## config.mk

```make
export PLATFORM = sky130hd
export DESIGN_NAME = qr_switch_ctrl
export DESIGN_NICKNAME = d
export VERILOG_FILES = /design/src/rtl/qrs_pkg.sv /design/src/rtl/qrs_on_timer.sv /design/src/rtl/qrs_demag_timer.sv /design/src/rtl/qrs_period_timer.sv /design/src/rtl/qr_switch_ctrl.sv
export SDC_FILE = /design/constraint.sdc
export NUM_CORES = 1
export LEC_CHECK = 0
export BUFFER_PORTS_ARGS = -buffer_cell sky130_fd_sc_hd__buf_2
export CORE_AREA = 5 5 87 170
export CTS_CLUSTER_DIAMETER = 100
export DETAILED_ROUTE_END_ITERATION = 16
export DIE_AREA = 0 0 92 175
export GPL_ROUTABILITY_DRIVEN = 0
export GPL_TIMING_DRIVEN = 0
export PLACE_DENSITY = 0.55
export SLEW_MARGIN = 30
export SYNTH_ARGS = -nofsm -noshare
export SYNTH_HDL_FRONTEND = slang
export SYNTH_SLANG_ARGS = --single-unit
```

## constraint.sdc

```tcl
create_clock -name clk -period 3.7 [get_ports clk]
set_clock_uncertainty 0.2 [all_clocks]
set_input_delay 0.74 -clock clk [delete_from_list [all_inputs] [get_ports clk]]
set_output_delay 0.74 -clock clk [all_outputs]
set_load 0.05 [all_outputs]
```

## src/rtl/qrs_pkg.sv

```systemverilog
package qrs_pkg;

    typedef enum logic [1:0] {
        ST_IDLE    = 2'd0,
        ST_CONDUCT = 2'd1,
        ST_DEMAG   = 2'd2,
        ST_HOLD    = 2'd3
    } qrs_state_e;

endpackage

```

## src/rtl/qrs_on_timer.sv

```systemverilog
// Conduction timer: blanking of the sense comparator, minimum and maximum
// on-time, and capture of the finished pulse width.
module qrs_on_timer #(
    parameter int BLANK_CYC  = 55,
    parameter int MIN_ON_CYC = 55,
    parameter int MAX_ON_CYC = 1280,
    parameter int W          = 11
) (
    input  logic         clk,
    input  logic         rst_n,
    input  logic         clr,
    input  logic         run,
    input  logic         sense,
    output logic         off_req,
    output logic [W-1:0] width_q
);

    localparam logic [W-1:0] BLANK_C = W'(BLANK_CYC);
    localparam logic [W-1:0] MINON_C = W'(MIN_ON_CYC);
    localparam logic [W-1:0] MAXON_C = W'(MAX_ON_CYC);

    logic [W-1:0] cnt_q;
    logic [W-1:0] len;
    logic         trip_q;
    logic         sense_ok;

    always_comb begin
        len      = cnt_q + 1'b1;
        sense_ok = sense && (cnt_q >= BLANK_C);
        off_req  = run && ((((trip_q || sense_ok)) && (len >= MINON_C)) ||
                           (len >= MAXON_C));
    end

    always_ff @(posedge clk) begin
        if (!rst_n) begin
            cnt_q   <= '0;
            trip_q  <= 1'b0;
            width_q <= '0;
        end else if (clr) begin
            cnt_q  <= '0;
            trip_q <= 1'b0;
        end else if (run) begin
            if (sense_ok) begin
                trip_q <= 1'b1;
            end
            if (off_req) begin
                width_q <= len;
            end else begin
                cnt_q <= len;
            end
        end
    end

endmodule

```

## src/rtl/qrs_demag_timer.sv

```systemverilog
// Off-time timer: ZCD blanking after turn-off and demagnetization count.
module qrs_demag_timer #(
    parameter int ZCD_BLANK_CYC = 200,
    parameter int W             = 15
) (
    input  logic         clk,
    input  logic         rst_n,
    input  logic         clr,
    input  logic         run,
    input  logic         zcd,
    output logic         valley,
    output logic [W-1:0] demag_now
);

    localparam logic [W-1:0] ZB_C = W'(ZCD_BLANK_CYC);

    logic [W-1:0] cnt_q;
    logic [W-1:0] dm_q;
    logic [W-1:0] len;

    always_comb begin
        len       = cnt_q + 1'b1;
        valley    = run && zcd && (cnt_q >= ZB_C);
        demag_now = valley ? len : dm_q;
    end

    always_ff @(posedge clk) begin
        if (!rst_n) begin
            cnt_q <= '0;
            dm_q  <= '0;
        end else if (clr) begin
            cnt_q <= '0;
            dm_q  <= '0;
        end else if (run) begin
            cnt_q <= len;
            if (valley) begin
                dm_q <= len;
            end
        end
    end

endmodule

```

## src/rtl/qrs_period_timer.sv

```systemverilog
// Rise-to-rise period timer: minimum and maximum switching period.
module qrs_period_timer #(
    parameter int MIN_PERIOD_CYC = 500,
    parameter int MAX_PERIOD_CYC = 16667,
    parameter int W              = 15
) (
    input  logic clk,
    input  logic rst_n,
    input  logic clr,
    input  logic run,
    output logic min_ok,
    output logic force_start
);

    localparam logic [W-1:0] MINP_C = W'(MIN_PERIOD_CYC);
    localparam logic [W-1:0] MAXP_C = W'(MAX_PERIOD_CYC);

    logic [W-1:0] cnt_q;
    logic [W-1:0] len;

    always_comb begin
        len         = cnt_q + 1'b1;
        min_ok      = len >= MINP_C;
        force_start = len >= MAXP_C;
    end

    always_ff @(posedge clk) begin
        if (!rst_n) begin
            cnt_q <= '0;
        end else if (clr) begin
            cnt_q <= '0;
        end else if (run && !force_start) begin
            cnt_q <= len;
        end
    end

endmodule

```

## src/rtl/qr_switch_ctrl.sv

```systemverilog
module qr_switch_ctrl
    import qrs_pkg::*;
#(
    parameter int BLANK_CYC      = 55,
    parameter int MIN_ON_CYC     = 55,
    parameter int MAX_ON_CYC     = 1280,
    parameter int ZCD_BLANK_CYC  = 200,
    parameter int MIN_PERIOD_CYC = 500,
    parameter int MAX_PERIOD_CYC = 16667,
    parameter int PEAK_W         = 8,
    localparam int ON_W          = $clog2(MAX_ON_CYC + 1),
    localparam int PER_W         = $clog2(MAX_PERIOD_CYC + 1)
) (
    input  logic              clk,
    input  logic              rst_n,
    input  logic              en,
    input  logic              sense_over,
    input  logic              zcd_low,
    input  logic [PEAK_W-1:0] peak_code,
    output logic              gate,
    output logic [PEAK_W-1:0] peak_ref,
    output logic              cycle_done,
    output logic [ON_W-1:0]   on_time,
    output logic [PER_W-1:0]  demag_time
);

    qrs_state_e state_q;
    qrs_state_e state_d;

    logic              off_req;
    logic [ON_W-1:0]   width_q;
    logic              valley;
    logic [PER_W-1:0]  demag_now;
    logic              min_ok;
    logic              force_start;
    logic              start;
    logic              in_idle;
    logic              in_conduct;
    logic              in_demag;

    assign in_idle    = (state_q == ST_IDLE);
    assign in_conduct = (state_q == ST_CONDUCT);
    assign in_demag   = (state_q == ST_DEMAG);
    assign start      = (state_d == ST_CONDUCT) && !in_conduct;

    qrs_on_timer #(
        .BLANK_CYC (BLANK_CYC),
        .MIN_ON_CYC(MIN_ON_CYC),
        .MAX_ON_CYC(MAX_ON_CYC),
        .W         (ON_W)
    ) u_on (
        .clk    (clk),
        .rst_n  (rst_n),
        .clr    (start || in_idle),
        .run    (in_conduct),
        .sense  (sense_over),
        .off_req(off_req),
        .width_q(width_q)
    );

    qrs_demag_timer #(
        .ZCD_BLANK_CYC(ZCD_BLANK_CYC),
        .W            (PER_W)
    ) u_demag (
        .clk      (clk),
        .rst_n    (rst_n),
        .clr      (in_conduct || in_idle),
        .run      (in_demag),
        .zcd      (zcd_low),
        .valley   (valley),
        .demag_now(demag_now)
    );

    qrs_period_timer #(
        .MIN_PERIOD_CYC(MIN_PERIOD_CYC),
        .MAX_PERIOD_CYC(MAX_PERIOD_CYC),
        .W             (PER_W)
    ) u_period (
        .clk        (clk),
        .rst_n      (rst_n),
        .clr        (start || in_idle),
        .run        (!in_idle),
        .min_ok     (min_ok),
        .force_start(force_start)
    );

    // next-state logic
    always_comb begin
        state_d = state_q;
        unique case (state_q)
            ST_IDLE: begin
                if (en) state_d = ST_CONDUCT;
            end
            ST_CONDUCT: begin
                if (!en)          state_d = ST_IDLE;
                else if (off_req) state_d = ST_DEMAG;
            end
            ST_DEMAG: begin
                if (!en)                                  state_d = ST_IDLE;
                else if ((valley && min_ok) || force_start) state_d = ST_CONDUCT;
                else if (valley)                          state_d = ST_HOLD;
            end
            ST_HOLD: begin
                if (!en)                       state_d = ST_IDLE;
                else if (min_ok || force_start) state_d = ST_CONDUCT;
            end
            default: state_d = ST_IDLE;
        endcase
    end

    // state register
    always_ff @(posedge clk) begin
        if (!rst_n) state_q <= ST_IDLE;
        else        state_q <= state_d;
    end

    // output register
    always_ff @(posedge clk) begin
        if (!rst_n) begin
            gate       <= 1'b0;
            peak_ref   <= '0;
            cycle_done <= 1'b0;
            on_time    <= '0;
            demag_time <= '0;
        end else begin
            gate       <= (state_d == ST_CONDUCT);
            cycle_done <= start && !in_idle;
            if (start) begin
                peak_ref <= peak_code;
            end
            if (start && !in_idle) begin
                on_time    <= width_q;
                demag_time <= demag_now;
            end
        end
    end

endmodule

```

==> flow_summary.json <==
{
  "powerDensity_nw_per_um2": 375,
  "tritoncts_clock_tree": "yes",
  "cp_data_arrival_time_ps": 3320,
  "drt-vias-per-instance": 5.23,
  "report.final.setup_viol": 0,
  "cp.buffers_inverters": 2,
  "count_of_state_elements_after_synthesis": 106,
  "dp.final_hpwl_mm": 9.52,
  "yosysTopAreaCellShare": 0.409,
  "postSynth.topFlopCell": "dfxtp_1",
  "die_area_um2": 16100,
  "synthDominantAreaCellType": "dfxtp_1",
  "ir_drop_mv": 0.313,
  "min-delay-path-class": "register to register",
  "synthArstFlopShare": 0,
  "routedWlPerCell_um": 14.5,
  "syn_inst": 610,
  "critical_path.max_fanout": 10,
  "io-pin-count": 49,
  "yosys_warns": 0,
  "critical_path.endpoint_type": "register",
  "run_status": "completed",
  "dp_cells": 813,
  "tightestPinTransition_ps": 529,
  "finalHoldViolCount": 0,
  "synth.avg_cell_area_um2": 8.50,
  "clock_sinks": 106,
  "drc_errors": 0,
  "wirelength_mm": 12.0,
  "grt-busiest-layer": "met2",
  "syn-num-nets": 629,
  "placement.cell_area_um2": 5620,
  "core.rowCount": 60,
  "htree_levels": 3,
  "route.vias.total": 4332,
  "clkLatencyLatePin_ps": 350,
  "path_common_cell": "buf_2",
  "global_route_wire_length_before_repair_mm": 20.7,
  "num_antenna_cells": 0,
  "final_instance_area_um2": 5930,
  "final-instance-count-excl-fill": 829,
  "crit_type": "register to register",
  "clock_root_buffer": "clkbuf_16",
  "grtUsageMet1": 0.164,
  "fill_cells": 1396,
  "syn_area_um2": 5180,
  "cell_by_cell_trace_of_the_critical_path": "ha_1 -> buf_2 -> a21boi_0 -> o221a_2 -> o32a_1 -> o21ai_1 -> a21oi_2 -> o2111ai_2 -> o211ai_2 -> buf_2 -> nor2_1",
  "multiInputGateArea_um2": 2770,
  "tritoncts.num_buffers": 9,
  "unrepaired_setup_endpoints_after_global_routing": "false",
  "die_height_um": 175,
  "critical_path.slowest_cell": "dfxtp_1",
  "seq_area_um2": 2120,
  "cp.required_ps": 3780,
  "first_iter_violations": 122,
  "period_share": 0.875,
  "groute.layer.met2.usage": 0.303,
  "share_of_the_yosys_chip_area_belonging_to_registers": 0.409,
  "timing.critical_path.max_delay_family": "compound AO/OA/AOI/OAI gates",
  "die_w_um": 92,
  "final.setup.tns_ps": 0,
  "worst_slew_margin_rel": 0.647,
  "synth-edff-count": 0,
  "post_cts.repair.setup_buffers": 0,
  "timing.critical_path.from_type": "register",
  "final_layout_net_count": 688,
  "cap_viol_max_count": 0,
  "gr-usage-all-layers": 0.156,
  "pins_over_slew_limit": 0,
  "post-route-util": 0.444,
  "port_buffers": 48,
  "synth.area.top_cells": "dfxtp_1 (41%), nand2_1 (5.9%), xor2_1 (5.7%), xnor2_1 (5.4%), nor2_1 (4.3%)",
  "ctsLongestPathBuffers": 2,
  "worst_path_largest_cell_delay_ps": 490,
  "drt_pass1_iterations": 4,
  "initial_utilization": 0.388,
  "layout-drive-gt1-share": 0.163,
  "antenna_found_initial": 0,
  "grt_pass1_vias": 4370,
  "leakage_nw": 2.30,
  "post_cts.resized_instances": 0,
  "post_synth_num_cell_types": 68,
  "finalCriticalPeriod_ps": 3240,
  "grt_max_degree": 23,
  "clock.fmax_ghz": 0.309,
  "synthToLayoutAreaGrowth_pct": 14.3,
  "groute.layer.met3.usage": 0.0284,
  "placeableCoreArea_um2": 13400,
  "overflow": 0,
  "power_w": 0.00223,
  "hold_buffers": 0,
  "ant_nets": 0,
  "clkTransAtPathRegs_ps": 80
}
-- final timing paths --
check,start,endpoint,slack (ps),depth (start not counted)
worst min-delay path,peak_ref[3],peak_ref[3],260,2
worst max-delay path,u_period.cnt_q[0],u_period.cnt_q[6],460,11
worst min register to register,peak_ref[3],peak_ref[3],260,2
worst max register to register,u_period.cnt_q[0],u_period.cnt_q[6],460,11
-- routing by layer --
layer  part of all wire  vias up
met3              0.032       18
met4              0.020        0
met5                  0        -
li1                   -     2207
met1               0.40     2030
met2               0.55       77
-- state kept, by name, summed over array words and instances (netlist names), 2 cells and up --
name            cells
peak_ref            8
u_on.width_q       11
demag_time         15
state_q             2
u_demag.cnt_q      15
on_time            11
u_demag.dm_q       15
u_on.cnt_q         11
u_period.cnt_q     15
-- Yosys cell counts, types with 2 or more instances --
| master | count |
|---|---|
| a21oi_2 | 2 |
| xnor2_1 | 32 |
| nor2_1 | 59 |
| mux2i_1 | 9 |
| a22o_1 | 6 |
| clkbuf_1 | 18 |
| o211a_1 | 6 |
| o31ai_1 | 2 |
| and4_1 | 3 |
| nand3_1 | 42 |
| buf_6 | 3 |
| nor4_1 | 3 |
| ha_1 | 6 |
| nor2b_1 | 19 |
| buf_4 | 6 |
| a21oi_1 | 7 |
| and3b_1 | 2 |
| buf_2 | 17 |
| or3_1 | 4 |
| nand2_1 | 81 |
| o221a_2 | 2 |
| nor3b_1 | 2 |
| a31oi_1 | 6 |
| dfxtp_1 | 106 |
| inv_1 | 15 |
| o21a_1 | 2 |
| nor3_1 | 8 |
| nand4_1 | 7 |
| and2_1 | 4 |
| and3_1 | 9 |
| a211oi_1 | 8 |
| xor2_1 | 34 |
| or2_2 | 3 |
| nand2b_1 | 3 |
| o21ai_0 | 40 |
| or4_1 | 2 |
-- placed cells by master, fill, tap and decap left out, drive strengths merged, types with 3 or more instances in the layout --
cell type / count
a211oi: 9
ha: 6
nand2b: 3
o21ai: 41
buf: 75
o211a: 6
inv: 20
nor4: 5
a22o: 6
and4: 3
a21oi: 9
mux2i: 9
and2: 4
or3: 5
clkbuf: 28
nor3: 9
nand4: 9
xor2: 34
a31oi: 6
nor2: 59
nand2: 81
dfxtp: 106
nor2b: 19
or2: 3
and3: 9
xnor2: 32
nand3: 43
-- worst min-delay path: stages, from the launching register on --
cell and delay (ps):
dfxtp_1 320, nand2_1 50, mux2i_1 50
-- per-stage QoR --
step / worst slack, ps / hold slack (ps)
after floorplan: 945 / 236
final: 462 / 258
after CTS: 410 / 264
after global routing: 165 / 287
after detailed placement: 428 / 250
after global placement: 532 / 243
-- kinds of logic (layout without fill, tap and decap cells) --
family,count (synthesis),count (layout),synth area share
AOI/OAI and AO/OA,100,100,0.133
xor gates and xnor gates,66,66,0.111
adders and majority gates,6,6,0.0145
buffers and inverters,61,125,0.0572
DFF,106,106,0.409
muxes,10,10,0.0195
and+or+nand+nor,261,261,0.255
-- power by group --
group | internal (W) | total, W | switching [W]
clock | 0.000488 | 0.000982 | 0.000493
sequential | 0.00115 | 0.00115 | 0.00000455
combinational | 0.0000264 | 0.0000920 | 0.0000656
total | 0.00166 | 0.00223 | 0.000563
-- final cells by class --
| type | count | area share |
|---|---|---|
| flip-flops and latches | 106 | 0.358 |
| plain buffers | 46 | 0.0405 |
| clock inverters | 7 | 0.0141 |
| repair buffers | 48 | 0.0405 |
| inverters | 15 | 0.00950 |
| clock buffers | 9 | 0.0380 |
| multi-input cells | 443 | 0.467 |
| well taps | 155 | 0.0327 |
Note: power is estimated with default switching activity, not from simulation.
